===== src/rtl/mbox_link_pkg.sv =====
package mbox_link_pkg;
   localparam int ST_IN_FULL   = 0;
   localparam int CMD_IRQ_IN   = 1;
   localparam int CMD_IRQ_OUT  = 2;
   localparam int CMD_DMA_IN   = 3;
   localparam int CMD_DMA_OUT  = 4;
   localparam int ST_IN_OVR    = 5;
   localparam int ST_OUT_OVR   = 6;
   localparam int ST_OUT_FULL  = 7;
   localparam int REM_OUT_FULL = 0;
   localparam int REM_IN_FULL  = 7;

   typedef enum logic {
      REG_DATA = 1'b0,
      REG_CTRL = 1'b1
   } reg_sel_e;

   typedef struct packed {
      logic dma_out;
      logic dma_in;
      logic irq_out;
      logic irq_in;
   } cmd_t;
endpackage


===== src/rtl/mbox_slot.sv =====
module mbox_slot #(
   parameter int DATA_W = 8
) (
   input  logic              clk,
   input  logic              rst_n,
   input  logic              wr,
   input  logic [DATA_W-1:0] wdata,
   input  logic              rd,
   input  logic              ovr_clr,
   output logic              full,
   output logic              ovr,
   output logic [DATA_W-1:0] data
);
   logic accept;
   logic reject;

   assign accept = wr && !full;
   assign reject = wr && full;

   always_ff @(posedge clk) begin
      if (!rst_n) begin
         full <= 1'b0;
         data <= '0;
      end else if (accept) begin
         full <= 1'b1;
         data <= wdata;
      end else if (rd) begin
         full <= 1'b0;
      end
   end

   always_ff @(posedge clk) begin
      if (!rst_n)
         ovr <= 1'b0;
      else if (reject)
         ovr <= 1'b1;
      else if (ovr_clr)
         ovr <= 1'b0;
   end

   AST_FILL_EMPTY: assert property (@(posedge clk) disable iff (!rst_n)
      (wr && !full) |=> (full && data == $past(wdata)));
   AST_FULL_KEEPS_BYTE: assert property (@(posedge clk) disable iff (!rst_n)
      full |=> $stable(data));
   AST_OVR_ON_REJECT: assert property (@(posedge clk) disable iff (!rst_n)
      (wr && full) |=> ovr);
   AST_READ_EMPTIES: assert property (@(posedge clk) disable iff (!rst_n)
      (rd && full) |=> !full);
endmodule


===== src/rtl/mbox_req_gen.sv =====
module mbox_req_gen #(
   parameter bit REGISTERED = 1'b0
) (
   input  logic clk,
   input  logic rst_n,
   input  logic in_full,
   input  logic out_full,
   input  logic en_in,
   input  logic en_out,
   output logic req
);
   logic req_d;

   assign req_d = (in_full && en_in) || (!out_full && en_out);

   if (REGISTERED) begin : g_reg
      always_ff @(posedge clk) begin
         if (!rst_n)
            req <= 1'b0;
         else
            req <= req_d;
      end
   end else begin : g_comb
      assign req = req_d;

      AST_REQ_NEEDS_ENABLE: assert property (@(posedge clk) disable iff (!rst_n)
         (!en_in && !en_out) |-> !req);
      AST_REQ_INBOUND: assert property (@(posedge clk) disable iff (!rst_n)
         (in_full && en_in) |-> req);
   end
endmodule


===== src/rtl/mbox_link.sv =====
module mbox_link
   import mbox_link_pkg::*;
#(
   parameter int DATA_W  = 8,
   parameter bit REQ_REG = 1'b0
) (
   input  logic              clk,
   input  logic              rst_n,
   input  logic              loc_wr,
   input  logic              loc_rd,
   input  logic              loc_addr,
   input  logic [DATA_W-1:0] loc_wdata,
   output logic [DATA_W-1:0] loc_rdata,
   output logic              loc_irq,
   output logic              loc_dma_req,
   input  logic              rem_wr,
   input  logic              rem_rd,
   input  logic              rem_addr,
   input  logic [DATA_W-1:0] rem_wdata,
   output logic [DATA_W-1:0] rem_rdata,
   output logic              rem_irq
);
   localparam int STAT_W = 8;

   if (DATA_W < STAT_W) begin : g_bad_width
      $error("mbox_link: DATA_W must be at least 8");
   end

   logic              in_full, in_ovr, out_full, out_ovr;
   logic [DATA_W-1:0] in_data, out_data;
   logic              loc_data_wr, loc_data_rd, loc_ctrl_wr;
   logic              rem_data_wr, rem_data_rd;
   cmd_t              cmd;
   logic [DATA_W-1:0] loc_status, rem_status;

   assign loc_data_wr = loc_wr && (loc_addr == REG_DATA);
   assign loc_data_rd = loc_rd && (loc_addr == REG_DATA);
   assign loc_ctrl_wr = loc_wr && (loc_addr == REG_CTRL);
   assign rem_data_wr = rem_wr && (rem_addr == REG_DATA);
   assign rem_data_rd = rem_rd && (rem_addr == REG_DATA);

   always_ff @(posedge clk) begin
      if (!rst_n) begin
         cmd <= '0;
      end else if (loc_ctrl_wr) begin
         cmd.irq_in  <= loc_wdata[CMD_IRQ_IN];
         cmd.irq_out <= loc_wdata[CMD_IRQ_OUT];
         cmd.dma_in  <= loc_wdata[CMD_DMA_IN];
         cmd.dma_out <= loc_wdata[CMD_DMA_OUT];
      end
   end

   mbox_slot #(.DATA_W(DATA_W)) u_inbound (
      .clk     (clk),
      .rst_n   (rst_n),
      .wr      (rem_data_wr),
      .wdata   (rem_wdata),
      .rd      (loc_data_rd),
      .ovr_clr (loc_ctrl_wr && loc_wdata[ST_IN_OVR]),
      .full    (in_full),
      .ovr     (in_ovr),
      .data    (in_data)
   );

   mbox_slot #(.DATA_W(DATA_W)) u_outbound (
      .clk     (clk),
      .rst_n   (rst_n),
      .wr      (loc_data_wr),
      .wdata   (loc_wdata),
      .rd      (rem_data_rd),
      .ovr_clr (loc_ctrl_wr && loc_wdata[ST_OUT_OVR]),
      .full    (out_full),
      .ovr     (out_ovr),
      .data    (out_data)
   );

   mbox_req_gen #(.REGISTERED(REQ_REG)) u_irq_gen (
      .clk      (clk),
      .rst_n    (rst_n),
      .in_full  (in_full),
      .out_full (out_full),
      .en_in    (cmd.irq_in),
      .en_out   (cmd.irq_out),
      .req      (loc_irq)
   );

   mbox_req_gen #(.REGISTERED(REQ_REG)) u_dma_gen (
      .clk      (clk),
      .rst_n    (rst_n),
      .in_full  (in_full),
      .out_full (out_full),
      .en_in    (cmd.dma_in),
      .en_out   (cmd.dma_out),
      .req      (loc_dma_req)
   );

   always_comb begin
      loc_status              = '0;
      loc_status[ST_IN_FULL]  = in_full;
      loc_status[CMD_IRQ_IN]  = cmd.irq_in;
      loc_status[CMD_IRQ_OUT] = cmd.irq_out;
      loc_status[CMD_DMA_IN]  = cmd.dma_in;
      loc_status[CMD_DMA_OUT] = cmd.dma_out;
      loc_status[ST_IN_OVR]   = in_ovr;
      loc_status[ST_OUT_OVR]  = out_ovr;
      loc_status[ST_OUT_FULL] = out_full;
      rem_status               = '0;
      rem_status[REM_OUT_FULL] = out_full;
      rem_status[REM_IN_FULL]  = in_full;
   end

   assign loc_rdata = (loc_addr == REG_CTRL) ? loc_status : in_data;
   assign rem_rdata = (rem_addr == REG_DATA) ? out_data : rem_status;
   assign rem_irq   = out_full;

   AST_REM_IRQ_TRACKS: assert property (@(posedge clk) disable iff (!rst_n)
      (loc_data_wr && !out_full) |=> rem_irq);
   AST_CMD_LOADS: assert property (@(posedge clk) disable iff (!rst_n)
      loc_ctrl_wr |=> (cmd.irq_in == $past(loc_wdata[CMD_IRQ_IN])));
   AST_STATUS_READ_QUIET: assert property (@(posedge clk) disable iff (!rst_n)
      (loc_rd && loc_addr == REG_CTRL && !rem_wr && !loc_wr) |=> $stable(in_full));
endmodule


===== config.mk =====
export PLATFORM = sky130hd
export DESIGN_NAME = mbox_link
export DESIGN_NICKNAME = d
export VERILOG_FILES = /design/src/rtl/mbox_link_pkg.sv /design/src/rtl/mbox_slot.sv /design/src/rtl/mbox_req_gen.sv /design/src/rtl/mbox_link.sv
export SDC_FILE = /design/constraint.sdc
export NUM_CORES = 1
export LEC_CHECK = 0
export ABC_AREA = 1
export BUFFER_PORTS_ARGS = -buffer_cell sky130_fd_sc_hd__clkbuf_2
export CORE_ASPECT_RATIO = 1.75
export CORE_MARGIN = 2
export CORE_UTILIZATION = 40
export CTS_CLUSTER_SIZE = 10
export DETAILED_ROUTE_END_ITERATION = 16
export PLACE_DENSITY = 0.76
export SYNTH_ARGS = -nofsm -noshare
export SYNTH_HDL_FRONTEND = slang
export SYNTH_HIERARCHICAL = 1
export SYNTH_SLANG_ARGS = --single-unit

===== constraint.sdc =====
create_clock -name clk -period 0.9 [get_ports clk]
set_input_delay 0.09 -clock clk [delete_from_list [all_inputs] [get_ports clk]]
set_output_delay 0.09 -clock clk [all_outputs]
set_load 0.03 [all_outputs]

==> results of run 1 <==
[cell type report]
| cell class | count | share of cell area [%] |
|---|---|---|
| flip-flops and latches | 24 | 25.6 |
| clock buffers | 3 | 2.09 |
| well taps | 43 | 2.73 |
| repair buffers | 60 | 26.3 |
| multi-input cells | 133 | 33.0 |
| inverters | 50 | 10.3 |
[cell usage in the layout (no fill, tap or decap), types with 5 or more instances in the layout]
cell type,instances
nand2_2,9
nor2_2,5
inv_1,35
inv_2,13
a21oi_2,5
buf_4,16
clkbuf_8,10
clkbuf_2,23
nand3_1,15
nor2_1,49
buf_6,9
dfxtp_1,6
dfxtp_2,17
nand2_1,35
o21ai_2,5
[synthesized netlist by cell type]
library cell / number / area, um2
nor2_2: 2 / 12.5
o21ai_0: 6 / 30.0
buf_6: 2 / 22.5
nand3_1: 16 / 80.1
nand2_1: 44 / 165
inv_2: 2 / 7.51
nor2_1: 56 / 210
dfxtp_1: 24 / 480
nand2_4: 1 / 11.3
a21oi_1: 8 / 40.0
buf_2: 5 / 25.0
inv_1: 48 / 180
[registers in the layout, indices dropped and copies added, names as in the netlist]
register / cells
u_inbound/data: 8
u_outbound/data: 8
cmd: 4
u_inbound/full: 1
u_inbound/ovr: 1
u_outbound/full: 1
u_outbound/ovr: 1
[metal layers]
metal	global-route usage [%]	vias to the layer above
met5	0	-
met4	7.71	0
met3	1.38	2
met2	33.6	21
met1	19.3	583
li1	-	730
[per-stage QoR]
step	instances	utilization [%]	cell area, um2	setup TNS, ps	hold slack (ps)
after floorplan	214	-	1290	-215	210
after global placement	302	52.3	1610	-6.24	332
after detailed placement	302	52.3	1610	-2.50	341
after CTS	310	59.8	1840	-3360	68.4
after global routing	313	64.2	1970	-4570	76.9
final	313	64.2	1970	-2810	70.3
[repair_timing]
| item | 4_1_cts | 5_1_grt |
|---|---|---|
| pin swaps | 7 | 21 |
| endpoints found under the setup margin | 25 | 36 |
| gates resized for setup | 57 | 57 |
| buffers inserted | 5 | 3 |
| endpoints found under the hold margin | 0 | 0 |
[where the power goes]
group / switching [uW] / internal [uW]
registers: 55.0 / 1140
logic: 426 / 359
clock network: 308 / 298
total: 789 / 1800
[critical path, stage by stage, from the launching register on]
cell and delay [ps]:
dfxtp_2 350, buf_6 110, nand2_2 50, o21ai_2 60
clkbuf_8 170
[worst paths after layout]
path / startpoint / endpoint / slack [ps] / cells after the start
worst max-delay path: u_inbound/full$_SDFFE_PN0P_ / rem_rdata[7] / -180 / 4
worst min-delay path: loc_wdata[4] / cmd[3]$_SDFFE_PN0P_ / 70 / 3
worst max register to register: u_inbound/full$_SDFFE_PN0P_ / u_inbound/data[5]$_SDFFE_PN0P_ / -110 / 6
worst min register to register: u_outbound/data[6]$_SDFFE_PN0P_ / u_outbound/data[6]$_SDFFE_PN0P_ / 480 / 2
[cell families after synthesis]
family	Yosys count
AND/OR/NAND/NOR	119
buffers and inverters	57
flip-flops	24
AO/OA/AOI/OAI	14
==> impl_results.md, run 1 <==
- Outcome: complete, but fails checks
- Failing checks: negative setup slack
- Pins Over Slew Limit: 0
- Place WS: -2.50 ps
- Top-level I/O count: 43
- Register area: between 500 and 600 um2
- Initial Util: between 40 and 50%
- Clk slew on worst S/H paths: ~80 ps
- WP data required: about 810 ps
- Synth Area in XOR/XNOR: 0%
- Top sig layer: met4
- I/O Buffers: 42
- Final HPWL DP: 2210 um
- Post-Synth Adder-Cell Area: 0%
- TritonCTS clock tree: yes
- Die width: between 40 and 50 um
- # hold bufs at CTS: 0
- Final worst path period share: 120%
- Total number of vias: about 1300
- Fillers: roughly 270
- Layout net count: 296
- Root Driver: clkbuf_8
- Pin count of the biggest net entering global routing: 23
- Cell area power density: approximately 1300 mW/mm2
- Vias per cell: about 4.3
- Met1 Wirelength: about 1200 um
- Cts bufs inserted: 3
- Share of post-route cells with drive strength above 1: between 40 and 50%
- Hold Crit Class: primary input to register
- Clk buf depth: 2
- Clk sinks: 24
- Core Area: between 0.003 and 0.004 mm2
- Leakage power total: between 0.001 and 0.0015 uW
- Crit path launch type: register
- H-tree lvl count: 1
- Min Tclk post-route: 1080 ps
- Met2 routed WL: about 1800 um
- Clk Latency, worst-skew pair: between 200 and 300 ps
- Setup Skew: about 0.76 ps
- Worst setup EP type: output pin
- Compound-Gate Fraction of Synth Area: under 10%
- Cell count after synthesis: around 210
- Crit path DAT: a little under 1000 ps
- Final hold violation count: 0
- Rel. slew slack: between 80 and 90%
- Synth Cell Area: 0.00126 mm2
- Area of the multi-input gates: ~650 um2
- Chip height: between 70 and 80 um
- Mux cell area share after synthesis: 0%
- Setup violations, final: 30
- Syn Area/Cell: a little under 6 um2
- Power Total: between 2000 and 3000 uW
- Initial antenna violation count: 0
- Final WL: roughly 3000 um
- Post-layout worst setup margin: -182 ps
- Sequential fraction of the synthesis area: between 30% and 40%
- Max Freq: roughly 920 MHz
- Number of global-route vias before repair: 1258
- #FFs+latches synth: 24
- Met3 wire length: 62 um
- DRC violations left: 0
- First-pass GRT wire length: between 4000 and 5000 um
- RSZ-0062 raised after global routing: true
- DRT antenna net count: 0
- Largest family of logic cells by synthesized area: simple AND/OR/NAND/NOR gates
- Ant. Diodes: 0
- Count of different cell masters after synthesis: 12
- CP Class: register to output pin
- Die area: 0.00365 mm2
- YS warnings: 6
- Grt total ovfl: 0
- Synth Area in Simple Gates: 37.9%
- TritonRoute pass-1 iters: 4
- Max_cap viols: 0
- Crit Path Max Fanout: 3
- WL per Instance: a little under 10 um
- Mapped Nets: about 240
- Aggregate global-route resource usage: a little under a fifth
- # rows: 27
- DR iter-0 viols: 21
- Worst Max-Slew Pin Slew: 190 ps
- Syn-to-layout area delta: 56.0%
- Routability congestion estimate: 0.760
- Peak VDD IR: about 1.1 mV
Note: power is estimated with default switching activity, not from simulation.
==> inputs of run 2 (changes only) <==
- CORE_UTILIZATION: 40 -> 35
- PLACE_DENSITY: 0.76 -> 0.69
==> run 2 against run 1 <==
  * The run still ends with negative setup slack left
  * Clock-buffer cell count unchanged
  * Sequential power about the same
  * First-iteration DRC count shrank 29%
  * Critical path type unchanged
  * Critical path depth did not move
  * Core utilization decreased by 7.4 points
  * Highest routed layer unchanged
  * Largest power group unchanged
  * Clock power grew 3%
  * Worst setup slack got worse by 2.3 ps
  * Cell count up 1.6%
  * Global-route usage shrank 2.6 points
==> impl_results.md, run 2 (synthesized netlist as in run 1, its figures left out) <==
- Outcome: complete, but fails checks
- Failing checks: negative setup slack
- Peak VDD IR: 0.901 mV (-21%)
- Crit Path Max Fanout: 4 (+1)
- WL per Instance: 9.87 um (+2.8%)
- Post-layout worst setup margin: -184 ps (-2.29 ps)
- TritonRoute pass-1 iters: 4 (unchanged)
- Share of post-route cells with drive strength above 1: 45.4% (-1.2 points)
- Largest registers: u_inbound/data: 8 flops, u_outbound/data: 8 flops, cmd: 4 flops
- Worst setup EP type: output pin
- Max_cap viols: 0 (unchanged)
- Root Driver: clkbuf_8
- Clk buf depth: 2 (unchanged)
- Leakage power total: 0.00102 uW (about the same)
- Pins Over Slew Limit: 0 (unchanged)
- Commonest non-fill, non-tap cell in the layout: nor2_1
- Number of global-route vias before repair: 1260 (+0.16%)
- # rows: 28 (+3.7%)
- Met1 Use GR: 12.6% (-6.7 points)
- Fin cells: 318 (+1.6%)
- Worst Max-Slew Pin Slew: 206 ps (+15.6 ps)
- Clk sinks: 24 (unchanged)
- Layout net count: 299 (+1.0%)
- Setup Skew: 6.97 ps (+6.21 ps)
- Top-level I/O count: 43 (unchanged)
- Setup tns final: -3550 ps (-745 ps)
- Crit path DAT: 990 ps (about the same)
- Setup violations, final: 36 (+20%)
- Syn-to-layout area delta: 54.1%
- Cts bufs inserted: 3 (unchanged)
- Aggregate global-route resource usage: 15.5% (-2.6 points)
- Final HPWL DP: 2340 um (+5.4%)
- Total number of vias: 1358 (+1.6%)
- WP data required: 810 ps (about the same)
- Die area: 0.00413 mm2 (+13%)
- Final worst path period share: 120% (+0.25 points)
- Cell area power density: 1330 mW/mm2 (+1.2%)
- Chip height: 83.5 um (+6.6%)
- H-tree lvl count: 1 (unchanged)
- Min Tclk post-route: 1080 ps (+2.29 ps)
- RSZ-0062 raised after global routing: true
- DRC violations left: 0 (unchanged)
- Pin count of the biggest net entering global routing: 23 (unchanged)
- Hold Crit Class: primary input to register
- DRT antenna net count: 0 (unchanged)
- Max Freq: 922 MHz (-0.21%)
- Inst Count DP: 307 (+1.7%)
- Critical Path Max Stage Delay: 330 ps (-20 ps)
- Clk Latency, worst-skew pair: 270 ps (+20 ps)
- CP max stage cell: dfxtp_2
- Clk slew on worst S/H paths: 80 ps (about the same)
- Die width: 49.4 um (+6.3%)
- GRT met3 Usage: 1.79% (+0.41 points)
- Final hold violation count: 0 (unchanged)
- Most frequent cells in the layout: nor2_1, nand2_1, inv_1, clkbuf_2, buf_4
- Rel. slew slack: 86.3% (-1.0 points)
- CP Class: register to output pin
- DR iter-0 viols: 15 (-29%)
- Vias per cell: 4.27 (about the same)
- Initial antenna violation count: 0 (unchanged)
- First-pass GRT wire length: 5040 um (+0.96%)
- Initial Util: 36.8% (-4.3 points)
- Critical-path cell list: buf_6 > nand2_1 > nand2_2 > buf_8
- Most used routing layer: met2
- I/O Buffers: 42 (unchanged)
- GR Util met2: 32.9% (-0.69 points)
- Grt total ovfl: 0 (unchanged)
- Crit path launch type: register
- Ant. Diodes: 0 (unchanged)
- Routability congestion estimate: 0.798 (+5.0%)
- Final WL: 3140 um (+4.4%)
- TritonCTS clock tree: yes
- Core Area: 0.00343 mm2 (+12%)
==> run 2: cell types whose count changed in the layout (fill, tap and decap cells not counted), moves of 2 or more <==
| cell | previous run | this run |
|---|---|---|
| nand2_1 | 35 | 37 |
| nor2_2 | 5 | 3 |
| buf_4 | 16 | 19 |
| nor2_4 | 4 | 2 |
| inv_8 | 2 | 0 |
| nor2_1 | 49 | 53 |
| nand2_2 | 9 | 7 |
| inv_4 | 0 | 2 |
==> run 2: stage by stage <==
step	worst slack [ps]	power, uW	instance area, um2	hold WS [ps]	utilization, %
6_report	-184	2590	1950	94.4	56.8
5_1_grt	-219	2710	1950	106	56.8
4_1_cts	-231	2540	1860	71.9	54.2
3_5_place_dp	19.4	1800	1620	345	47.2
3_3_place_gp	17.1	1800	1620	341	47.2
2_1_floorplan	-207	1600	1290	210	-
==> run 2: layer usage <==
| layer | vias up | share of wire, % |
|---|---|---|
| li1 | 737 | - |
| met1 | 585 | 36 |
| met2 | 30 | 59 |
| met3 | 6 | 3.1 |
| met4 | 0 | 2.5 |
| met5 | - | 0 |
==> run 2: final timing paths <==
path	start	to	slack, ps	cells after the start
worst min-delay path	loc_wdata[2]	cmd[1]$_SDFFE_PN0P_	90	3
worst max-delay path	u_inbound/full$_SDFFE_PN0P_	loc_dma_req	-180	4
worst max register to register	u_outbound/full$_SDFFE_PN0P_	u_outbound/data[3]$_SDFFE_PN0P_	-130	5
worst min register to register	u_outbound/data[2]$_SDFFE_PN0P_	u_outbound/data[2]$_SDFFE_PN0P_	460	2
==> run 2: layout make-up <==
type,instances,area (um2)
well taps,45,56.3
clock buffers,3,41.3
multi-input cells,133,626
repair inverters,1,6.26
inverters,50,195
flip-flops and latches,24,507
fillers,361,1480
repair buffers,62,518
==> run 2: worst max-delay path, delay by kind of cell, from the launching register on <==
kind / cells / cell delay, ps
simple gates: 2 / 150
flops: 1 / 330
buf+inv: 2 / 250
==> run 2: where the power goes <==
group | switching (uW) | internal (uW) | leakage (uW)
logic | 424 | 349 | 0.000793
registers | 49.4 | 1140 | 0.000205
clock network | 323 | 299 | 0.0000216
total | 797 | 1790 | 0.00102
==> run 2: repair_timing <==
| item | CTS | global route |
|---|---|---|
| endpoints found under the setup margin | 19 | 37 |
| buffers inserted | 5 | 3 |
| pin swaps | 14 | 18 |
| gates resized for setup | 62 | 43 |
| hold buffers | 0 | 0 |
| gates cloned | 0 | 1 |
